--- src/rtl/rda_pkg.sv ---
package rda_pkg;
  // Digit format of the redundant decimal number system
  localparam int DIG_W    = 5;
  localparam int RAW_W    = DIG_W + 1;
  localparam int XFER_W   = 2;
  localparam int RADIX    = 10;
  localparam int DIG_MAX  = 18;
  // Raw-sum thresholds that select the transfer
  localparam int XFER1_MIN = 17;
  localparam int XFER2_MIN = 27;

  typedef logic [DIG_W-1:0]  digit_t;
  typedef logic [RAW_W-1:0]  raw_t;
  typedef logic [XFER_W-1:0] xfer_t;
endpackage

--- src/rtl/rda_split.sv ---
// One position: raw sum of two digits, split into transfer and interim digit.
module rda_split
  import rda_pkg::*;
(
  input  digit_t a_i,
  input  digit_t b_i,
  output xfer_t  xfer_o,
  output digit_t interim_o
);
  raw_t raw;

  assign raw = {1'b0, a_i} + {1'b0, b_i};

  always_comb begin
    if (raw >= RAW_W'(XFER2_MIN)) begin
      xfer_o    = 2'd2;
      interim_o = raw[DIG_W-1:0] - DIG_W'(2 * RADIX);
    end else if (raw >= RAW_W'(XFER1_MIN)) begin
      xfer_o    = 2'd1;
      interim_o = raw[DIG_W-1:0] - DIG_W'(RADIX);
    end else begin
      xfer_o    = 2'd0;
      interim_o = raw[DIG_W-1:0];
    end
  end
endmodule

--- src/rtl/rda_merge.sv ---
// One position: interim digit plus the transfer from the position below.
module rda_merge
  import rda_pkg::*;
(
  input  digit_t interim_i,
  input  xfer_t  xfer_i,
  output digit_t digit_o
);
  assign digit_o = interim_i + {{(DIG_W-XFER_W){1'b0}}, xfer_i};
endmodule

--- src/rtl/rda_out_stage.sv ---
// Optional output register, chosen by a parameter.
module rda_out_stage #(
  parameter int W       = 45,
  parameter bit REG_OUT = 1'b1
) (
  input  logic         clk,
  input  logic         rst,
  input  logic [W-1:0] d_i,
  output logic [W-1:0] q_o
);
  generate
    if (REG_OUT) begin : g_reg
      always_ff @(posedge clk) begin
        if (rst) q_o <= '0;
        else     q_o <= d_i;
      end
    end else begin : g_comb
      logic unused_ok;
      assign unused_ok = clk ^ rst;
      assign q_o = d_i;
    end
  endgenerate
endmodule

--- src/rtl/rda_adder.sv ---
// Carry-free redundant decimal adder top.
module rda_adder
  import rda_pkg::*;
#(
  parameter int NDIG    = 8,
  parameter bit REG_OUT = 1'b1
) (
  input  logic                      clk,
  input  logic                      rst,
  input  logic [DIG_W*NDIG-1:0]     opa_i,
  input  logic [DIG_W*NDIG-1:0]     opb_i,
  output logic [DIG_W*(NDIG+1)-1:0] sum_o
);
  localparam int OPW  = DIG_W * NDIG;
  localparam int SUMW = DIG_W * (NDIG + 1);

  logic [XFER_W*NDIG-1:0] xfer_flat;
  logic [OPW-1:0]         interim_flat;
  logic [SUMW-1:0]        sum_comb;

  genvar i;
  generate
    for (i = 0; i < NDIG; i++) begin : g_pos
      xfer_t xfer_in;

      rda_split u_split (
        .a_i       (opa_i[DIG_W*i +: DIG_W]),
        .b_i       (opb_i[DIG_W*i +: DIG_W]),
        .xfer_o    (xfer_flat[XFER_W*i +: XFER_W]),
        .interim_o (interim_flat[DIG_W*i +: DIG_W])
      );

      if (i == 0) begin : g_lsd
        assign xfer_in = '0;
      end else begin : g_upper
        assign xfer_in = xfer_flat[XFER_W*(i-1) +: XFER_W];
      end

      rda_merge u_merge (
        .interim_i (interim_flat[DIG_W*i +: DIG_W]),
        .xfer_i    (xfer_in),
        .digit_o   (sum_comb[DIG_W*i +: DIG_W])
      );
    end
  endgenerate

  // Transfer out of the top position becomes the extra top digit
  assign sum_comb[DIG_W*NDIG +: DIG_W] =
    {{(DIG_W-XFER_W){1'b0}}, xfer_flat[XFER_W*(NDIG-1) +: XFER_W]};

  rda_out_stage #(.W(SUMW), .REG_OUT(REG_OUT)) u_out (
    .clk (clk),
    .rst (rst),
    .d_i (sum_comb),
    .q_o (sum_o)
  );
endmodule

--- config.mk ---
export PLATFORM = sky130hd
export DESIGN_NAME = rda_adder
export DESIGN_NICKNAME = d
export VERILOG_FILES = /design/src/rtl/rda_pkg.sv /design/src/rtl/rda_split.sv /design/src/rtl/rda_merge.sv /design/src/rtl/rda_out_stage.sv /design/src/rtl/rda_adder.sv
export SDC_FILE = /design/constraint.sdc
export NUM_CORES = 1
export LEC_CHECK = 0
export CORE_AREA = 2 2 104 106
export CTS_CLUSTER_SIZE = 40
export DETAILED_ROUTE_END_ITERATION = 10
export DIE_AREA = 0 0 106 108
export GPL_TIMING_DRIVEN = 0
export MAX_ROUTING_LAYER = met4
export PLACE_DENSITY = 0.86
export SYNTH_ARGS = -nofsm -noshare
export SYNTH_HDL_FRONTEND = slang
export SYNTH_SLANG_ARGS = --single-unit
--- constraint.sdc ---
create_clock -name clk -period 10.5 [get_ports clk]
set_input_delay 2.1 -clock clk [delete_from_list [all_inputs] [get_ports clk]]
set_output_delay 2.1 -clock clk [all_outputs]
set_load 0.05 [all_outputs]
==> results of run 1 <==
-- through the flow --
stage | worst slack [ns] | total power [W] | instances | util (%) | area, um^2
final | 4.01 | 0.00114 | 994 | 69.8 | 7140
after global routing | 3.58 | 0.00122 | 994 | 69.8 | 7140
after CTS | 4.06 | 0.00113 | 994 | 69.8 | 7140
after detailed placement | 3.78 | 0.000992 | 987 | 68.7 | 7030
after global placement | 3.87 | 0.000967 | 987 | 68.7 | 7030
after floorplan | 4.82 | 0.000777 | 728 | - | 5630
-- path summary, 6_finish.rpt --
kind  startpoint                  endpoint  slack [ns]  depth (start not counted)
max    opa_i[20]  u_out.q_o[23]$_SDFF_PP0_        4.01                         17
min     opb_i[0]   u_out.q_o[0]$_SDFF_PP0_        2.60                          3
-- cell type report --
cell class,instances,share of cell area [%]
Multi-Input combinational cell,606,62.5
Timing Repair Buffer,123,17.2
Sequential cell,42,11.8
Inverter,58,3.05
Tap cell,136,2.38
Buffer,22,1.45
Clock buffer,6,1.16
Clock inverter,1,0.420
-- critical path: stages --
cell	delay, ns
clkdlybuf4s50_1	0.40
ha_1	0.24
fa_1	0.41
xor2_1	0.43
inv_1	0.25
ha_1	0.26
o21ai_0	0.13
a21boi_0	0.14
mux2i_1	0.56
nor2_1	0.17
xnor2_1	0.29
ha_1	0.29
a21oi_1	0.38
nor4_1	0.08
o21ai_0	0.18
nand3_1	0.09
o31a_1	0.27
-- synthesized netlist by cell type, drive strengths merged, types with 10 or more instances --
master	count
a211oi	27
a21o	26
a21oi	56
clkbuf	16
dfxtp	42
fa	15
ha	70
inv	57
nand2	35
nand2b	10
nor2	63
nor2b	24
nor3	31
nor4	13
o21ai	37
or2	11
xnor2	21
-- per-layer routing --
metal | GRT usage (%) | share of wire (%) | vias up
li1 | - | - | 2955
met1 | 31.1 | 41 | 2852
met2 | 50.0 | 50 | 240
met3 | 3.68 | 5.9 | 44
met4 | 8.65 | 3.2 | 0
met5 | - | 0 | -
-- logic make-up after synthesis --
logic type                 synth area share [%]
buffers and inverters                      5.72
muxes                                      1.63
DFF                                        15.0
other                                    0.0667
xor gates and xnor gates                   4.52
and+or+nand+nor                            21.6
AOI/OAI and AO/OA                          30.6
adders and majority gates                  20.9
-- power breakdown --
group	total (W)	leakage [nW]	switching [W]	internal [W]
logic	0.000786	2.66	0.000481	0.000305
clock network	0.000135	0.0573	0.0000591	0.0000762
registers	0.000216	0.349	0.0000137	0.000202
==> impl_results.md, run 1 <==
- Core Region: between 0.01 and 0.015 mm^2
- Area of the multi-input gates: ~0.0045 mm^2
- Yosys reg bits: 42
- Max Cap Viol: 0
- Worst EP arrival: ~6.7 ns
- Area grow syn2layout: 27.1%
- Die height: 108 um
- Setup_tns: 0 ns
- # DRC: 0
- Via-to-Cell Ratio: 6.13
- Synth warnings: 0
- # hold bufs at CTS: 0
- Area share of the largest cell type after synthesis: 15.6%
- Layout Nets: about 1000
- EDFF count, synth: 0
- VDD IR-drop max: between 0.00009 and 0.0001 V
- Routed Antenna Nets: 0
- Critical path data required time: between 10 and 15 ns
- Commonest non-fill, non-tap cell in the layout: clkdlybuf4s50_1
- Ant diodes: 0
- CTS clk-pin slew, worst paths: approximately 0.08 ns
- CTS resizes: 0
- Nature of the critical path startpoint: primary input
- Largest registers: u_out.q_o x42
- Number of fill cells in the layout: roughly 840
- Share of cells above drive strength 1: under 10%
- Avg Cell Area, Syn: 7.74 um^2
- 1st-iter DRT viols: 430
- Post-layout minimum cycle time: 6.49 ns
- Max reg flops: 42
- Part of the cycle the worst path needs: about three fifths
- Outcome: completed
- Routability congestion estimate: ~0.89
- Initial antenna violation count: 0
- Dpl hpwl: approximately 12000 um
- PwrDens: between 150 and 200 mW/mm^2
- Hold Path Class: primary input to flop
- Synth top area cells: ha_1, dfxtp_1, fa_1
- Die footprint: about 0.011 mm^2
- Num ports: roughly 130
- CTS Buf Count: 5
- Drt pass-1 iters: 5
- P_leak: 3.07 nW
- Post-CTS Setup Bufs: 0
- Leading area contributor after synthesis: ha_1
- Vias in the first global route: ~5800
- RSZ-0062 raised after global routing: false
- H-tree depth: 2
- CTS Root Cell: clkbuf_8
- Most flops, register: u_out.q_o
- Final Hold Vio Count: 0
- Gr usage total: ~27%
- Synth async-reset ratio: 0%
- Most used DFF post-synth: dfxtp_1
- Critical path fanouts, max: 10
- Die X-Extent: around 110 um
- Largest net degree at the start of global routing: 13
- Synth unique cells: a little under 80
- Pins over their slew limit: 0
- Seq/Total Area, Yosys: roughly 15%
- First-pass GRT wire length: 25600 um
- Crit. End Element: flop
- Max Buffers Root-to-Sink: 2
- Cell row count: 37
- Mapped Cells: just over 700
- Setup Crit Path Kind: primary input to flop
- Peak Freq: about 150 MHz
- Reg area: 841 um^2
- Via count: around 6100
- Commonest non-fill, non-tap cells in the layout: clkdlybuf4s50_1, ha_1, nor2_1
- Max-slew headroom: around 47%
- Final setup viols: 0
- Netlist Area Pre-Place: between 0.005 and 0.006 mm^2
- Slew @ Worst Pin: roughly 0.77 ns
- TritonCTS clock tree: built
- Clock Sink Count: 42
- IO buf count: 123
- Starting density of the core: around 55%
- Routed WL: 15400 um
- Hold WS: approximately 2.6 ns
- Wire length per cell: about 15 um
- Overflow after GRT: 0
No activity file was read; power rests on OpenSTA's default activity.
==> run 2, diff against run 1 <==
Settings changed: CORE_AREA 2 2 104 106 to 2 2 113 115, DIE_AREA 0 0 106 108 to 0 0 115 117, PLACE_DENSITY 0.86 to 0.77.
Clock period 10.5 ns to 5.7 ns, I/O delays scaled along.
==> run 2 against run 1 <==
Effect of this change:
- non-clock buffer count stayed put
- setup slack got worse by 3.6 ns
- sequential cell count unchanged
- largest power group unchanged
==> impl_results.md, run 2 (same netlist as run 1, synthesis figures left out) <==
- Outcome: completed
- Dpl hpwl: 11300 um (-8.1%)
- Max layer used: met4
- H-tree depth: 2 (unchanged)
- IO buf count: 123 (unchanged)
- CTS Root Cell: clkbuf_16
- Clk pwr share: 14.0% (+2.1 points)
- Post-CTS Setup Bufs: 0 (unchanged)
- VDD IR-drop max: 0.000152 V (+57%)
- Die footprint: 0.0135 mm^2 (+18%)
- Via count: 5755 (-5.5%)
- Drt pass-1 iters: 4 (-1)
- Wire length per cell: 14.1 um (-9.0%)
- Internal Power: 0.00111 W (+90%)
- Setup_tns: 0 ns (unchanged)
- Critical path data required time: 5.87 ns (-4.82 ns)
- Max reg flops: 42 (unchanged)
- Initial antenna violation count: 0 (unchanged)
- Routed WL: 14200 um (-7.6%)
- Hold Crit Depth: 3 (unchanged)
- 1st-iter DRT viols: 344 (-20%)
- Met2 wire length: 6630 um (-13%)
- Starting density of the core: 45.7% (-9.3 points)
- Slew @ Worst Pin: 0.745 ns (-0.0251 ns)
- Routability congestion estimate: 0.915 (+2.9%)
- Critical path fanouts, max: 8 (-2)
- Design Area, Final: 0.00720 mm^2 (+0.84%)
- Part of the cycle the worst path needs: roughly 93%
- Via-to-Cell Ratio: 5.70 (-6.9%)
- Worst EP arrival: 5.45 ns (-1.23 ns)
- Routed Antenna Nets: 0 (unchanged)
- Area post-placement: 0.00705 mm^2 (+0.25%)
- Most flops, register: u_out.q_o
- # DRC: 0 (unchanged)
- PwrDens: 295 mW/mm^2 (+85%)
- Commonest non-fill, non-tap cell in the layout: clkdlybuf4s50_1
- Final Hold Vio Count: 0 (unchanged)
- Vias in the first global route: 5021 (-13%)
- Post-layout minimum cycle time: between 5 and 6 ns
- Commonest non-fill, non-tap cells in the layout: clkdlybuf4s50_1, ha_1, nor2_1
- Net Sw Frac: 47.8% (-0.92 points)
- Setup WS pre-CTS: -0.00950 ns (-3.79 ns)
- Number of fill cells in the layout: 1163 (+38%)
- Overflow after GRT: 0 (unchanged)
- CTS Buf Count: 5 (unchanged)
- Nature of the critical path startpoint: primary input
- Core Region: 0.0123 mm^2 (+20%)
- Gr usage total: 20.9% (-6.4 points)
- Final Core Density: 58.5% (-11 points)
- First-pass GRT wire length: 22800 um (-11%)
- Cell row count: 41 (+11%)
- Crit. End Element: flop
- Largest registers: u_out.q_o x42
- P_leak: 3.08 nW (+0.47%)
- RSZ-0062 raised after global routing: false
- Die X-Extent: 115 um (+8.5%)
- Switch Pwr: 0.00102 W (+83%)
- Reg area: 841 um^2 (unchanged)
- TritonCTS clock tree: built
- Clock Sink Count: 42 (unchanged)
- # hold bufs at CTS: 0 (unchanged)
- Max Buffers Root-to-Sink: 2 (unchanged)
- Max-slew headroom: 49.1% (+1.7 points)
- Setup Crit Path Kind: primary input to flop
- Area of the multi-input gates: 0.00447 mm^2 (+0.17%)
- Share of cells above drive strength 1: 5.01% (+0.23 points)
- Met3 wire length: 628 um (-30%)
- Area grow syn2layout: 28.1%
- Post-route setup slack: 0.425 ns (-3.59 ns)
- Num ports: 127 (unchanged)
- Hold Path Class: primary input to flop
- Met1 WL: 6700 um (+5.4%)
- Peak Freq: roughly 190 MHz
- Max Cap Viol: 0 (unchanged)
- Ant diodes: 0 (unchanged)
- Seq pwr share: 18.7% (-0.3 points)
- Final setup viols: 0 (unchanged)
- CTS clk-pin slew, worst paths: 0.07 ns (about the same)
- CTS resizes: 0 (unchanged)
- Pins over their slew limit: 0 (unchanged)
- Comb power frac: 67.3% (-1.8 points)
- Largest net degree at the start of global routing: 13 (unchanged)
- Hold WS: 1.62 ns (-0.981 ns)
- Layout Nets: 1025 (unchanged)
- Die height: 117 um (+8.3%)
run 2: cell types whose count changed in the layout (fill, tap and decap cells not counted), sizes merged:
cell,before,now
clkinv,1,2
bufinv,1,0
clkbuf,22,23
run 2: per-stage QoR:
step                std cells  total power [W]
floorplan                 728          0.00143
global placement         1001          0.00180
detailed placement       1001          0.00181
CTS                      1009          0.00212
global route             1009          0.00228
finish                   1009          0.00213
run 2: final timing paths:
kind,start,endpoint
max,opa_i[21],u_out.q_o[23]$_SDFF_PP0_
min,opb_i[0],u_out.q_o[0]$_SDFF_PP0_
run 2: power groups by stage:
stage / Sequential, W / Clock (W) / Combinational, W
5_1_grt: 0.000403 / 0.000313 / 0.00156
3_5_place_dp: 0.000404 / 0 / 0.00141
3_3_place_gp: 0.000404 / 0 / 0.00140
6_report: 0.000397 / 0.000298 / 0.00143
4_1_cts: 0.000398 / 0.000305 / 0.00142
2_1_floorplan: 0.000679 / 0 / 0.000752
run 2: layout make-up:
cell class | instances | share of cell area (%)
flip-flops and latches | 42 | 11.7
plain buffers | 22 | 1.44
repair buffers | 123 | 17.1
clock inverters | 1 | 0.0695
inverters | 58 | 3.02
well taps | 150 | 2.61
multi-input cells | 606 | 62.1
clock buffers | 7 | 1.98
run 2: per-layer routing:
layer | global-route usage [%] | vias up
li1 | - | 2961
met4 | 4.98 | 0
met5 | - | -
met3 | 2.78 | 22
met2 | 35.1 | 162
met1 | 26.9 | 2610
run 2: critical path: stages:
cell             delay [ns]
clkdlybuf4s50_1        0.46
ha_1                   0.33
a21o_1                 0.18
a211oi_1               0.20
or2_2                  0.14
clkbuf_1               0.27
inv_1                  0.21
ha_1                   0.25
a31oi_1                0.20
o21a_1                 0.20
clkinv_1               0.25
nor2_1                 0.24
xnor2_1                0.20
ha_1                   0.30
a21oi_2                0.26
nor4_1                 0.07
o21ai_0                0.18
nand3_1                0.09
o31a_1                 0.28
==> run 3, diff against run 2 <==
Settings changed: GPL_TIMING_DRIVEN 0 to unset.
==> run 3 against run 2 <==
Effect of this change:
- sequential share of layout area grew 0.10 points
- non-clock buffer count shrank 17
- largest power group unchanged
- first-iteration DRC count grew 11%
- sequential cell count is the same
- combinational power is essentially flat
- via count shrank 1.5%
- maximum frequency grew 6.7%
- final area shrank 0.85%
- utilization shrank 0.50 points
- setup slack gained 0.33 ns
==> impl_results.md, run 3 (same netlist as run 1, synthesis figures left out) <==
- Power consumption: 0.00215 W (+1.2%)
- Critical path data required time: 5.87 ns (about the same)
- Pins over their slew limit: 0 (unchanged)
- Post-CTS Setup Bufs: 0 (unchanged)
- Core Region: 0.0123 mm^2 (unchanged)
- Commonest non-fill, non-tap cells in the layout: clkdlybuf4s50_1, ha_1, nor2_1
- CTS Buf Count: 5 (unchanged)
- # hold bufs at CTS: 0 (unchanged)
- Critical Path, Cell by Cell: clkdlybuf4s50_1, ha_1, fa_1, xor2_1, inv_1, ha_1, a31oi_1, o21a_1, clkinv_1, nor2_1, xnor2_1, ha_1, a21oi_1, or4_1, a21o_1, nand3_1, o31a_1
- Largest registers: u_out.q_o x42
- H-tree depth: 2 (unchanged)
- Vias in the first global route: 5130 (+2.2%)
- Starting density of the core: 45.7% (unchanged)
- Layout Nets: 1008 (-1.7%)
- CTS Root Cell: clkbuf_16
- Ant diodes: 0 (unchanged)
- Die height: 117 um (unchanged)
- Dpl hpwl: 10900 um (-3.4%)
- Final instance count without filler cells: 992 (-1.7%)
- Setup_tns: 0 ns (unchanged)
- 1st-iter DRT viols: 382 (+11%)
- PwrDens: 301 mW/mm^2 (+2.1%)
- Die footprint: 0.0135 mm^2 (unchanged)
- Clock Sink Count: 42 (unchanged)
- Hold WS: 1.39 ns (-0.226 ns)
- Wire length per cell: 13.8 um (-2.3%)
- Num ports: 127 (unchanged)
- Die X-Extent: 115 um (unchanged)
- CP peak stage delay: 0.41 ns (-0.05 ns)
- Initial antenna violation count: 0 (unchanged)
- Inst Count DP: 984 (-1.7%)
- Max reg flops: 42 (unchanged)
- VDD IR-drop max: 0.000165 V (+8.7%)
- CTS resizes: 0 (unchanged)
- Area grow syn2layout: 27.0%
- Overflow after GRT: 0 (unchanged)
- First-pass GRT wire length: 23000 um (+0.82%)
- Commonest non-fill, non-tap cell in the layout: clkdlybuf4s50_1
- Final setup viols: 0 (unchanged)
- Most flops, register: u_out.q_o
- Gr usage total: 20.7% (-0.17 points)
- Final Hold Vio Count: 0 (unchanged)
- Largest net degree at the start of global routing: 43 (+30)
- Outcome: completed
- Slew @ Worst Pin: 0.771 ns (+0.0263 ns)
- Peak Freq: 202 MHz (+6.7%)
- Share of cells above drive strength 1: 4.99% (-0.018 points)
- CTS clk-pin slew, worst paths: 0.06 ns (about the same)
- # DRC: 0 (unchanged)
- Worst EP arrival: 5.12 ns (-0.33 ns)
- Routed WL: 13600 um (-4.0%)
- Cell row count: 41 (unchanged)
- Part of the cycle the worst path needs: 86.7% (-5.8 points)
- Drt pass-1 iters: 5 (+1)
- Setup Crit Path Kind: primary input to flop
- RSZ-0062 raised after global routing: false
- Max-slew headroom: 47.3% (-1.8 points)
- P_leak: 3.07 nW (-0.47%)
- TritonCTS clock tree: built
- Via count: 5670 (-1.5%)
- Most used cell, CP: ha_1
- Critical path fanouts, max: 7 (-1)
- Hold Path Class: primary input to flop
- Routability congestion estimate: 0.945 (+3.3%)
- Final Core Density: 58.0% (-0.50 points)
- IO buf count: 123 (unchanged)
- Crit. End Element: flop
- Routed Antenna Nets: 0 (unchanged)
- Max Cap Viol: 0 (unchanged)
- Max Buffers Root-to-Sink: 2 (unchanged)
- Slowest CP cell: fa_1
- Post-layout minimum cycle time: 4.94 ns (-0.331 ns)
- Via-to-Cell Ratio: 5.72 (+0.21%)
- Nature of the critical path startpoint: primary input
## run 3: metal layers
| metal | global-route usage [%] | vias to the layer above | part of all wire (%) | wire [um] |
|---|---|---|---|---|
| li1 | - | 2920 | - | - |
| met4 | 3.45 | 0 | 0.92 | 126 |
| met1 | 27.1 | 2572 | 48 | 6500 |
| met2 | 34.9 | 163 | 46 | 6320 |
| met5 | - | - | 0 | 0 |
| met3 | 2.88 | 15 | 5.1 | 699 |
## run 3: path summary, 6_finish.rpt
path              startpoint                  endpoint  slack, ns  cells past startpoint
hold / removal           rst  u_out.q_o[37]$_SDFF_PP0_       1.39                      3
setup / recovery   opa_i[20]  u_out.q_o[23]$_SDFF_PP0_       0.76                     17
## run 3: area by class of cell
type / count / area, um^2
clock buffers: 5 / 125
clock inverters: 3 / 40.0
fillers: 1141 / 5170
inverters: 58 / 218
multi-input cells: 606 / 4470
flip-flops and latches: 42 / 841
well taps: 150 / 188
repair buffers: 128 / 1260
## run 3: power by group
group	leakage, nW	switching, W	total [W]	internal, W
logic	2.63	0.000863	0.00143	0.000564
registers	0.349	0.0000233	0.000396	0.000373
clock network	0.0836	0.000123	0.000328	0.000205
total	3.07	0.00101	0.00215	0.00114
## run 3: metrics by stage
| step | instance area [um^2] | setup slack [ns] |
|---|---|---|
| final | 7140 | 0.756 |
| after global routing | 7140 | 0.264 |
| after CTS | 7140 | 0.794 |
| after detailed placement | 6980 | 0.510 |
| after global placement | 6980 | 0.570 |
| after floorplan | 5630 | 0.977 |
## run 3: critical path: cells and delay by family
| kind | cells | cell delay, ns |
|---|---|---|
| fa+ha+maj | 4 | 1.18 |
| compound gates | 5 | 1.06 |
| buf+inv | 3 | 0.73 |
| xor+xnor | 2 | 0.59 |
| simple gates | 3 | 0.41 |
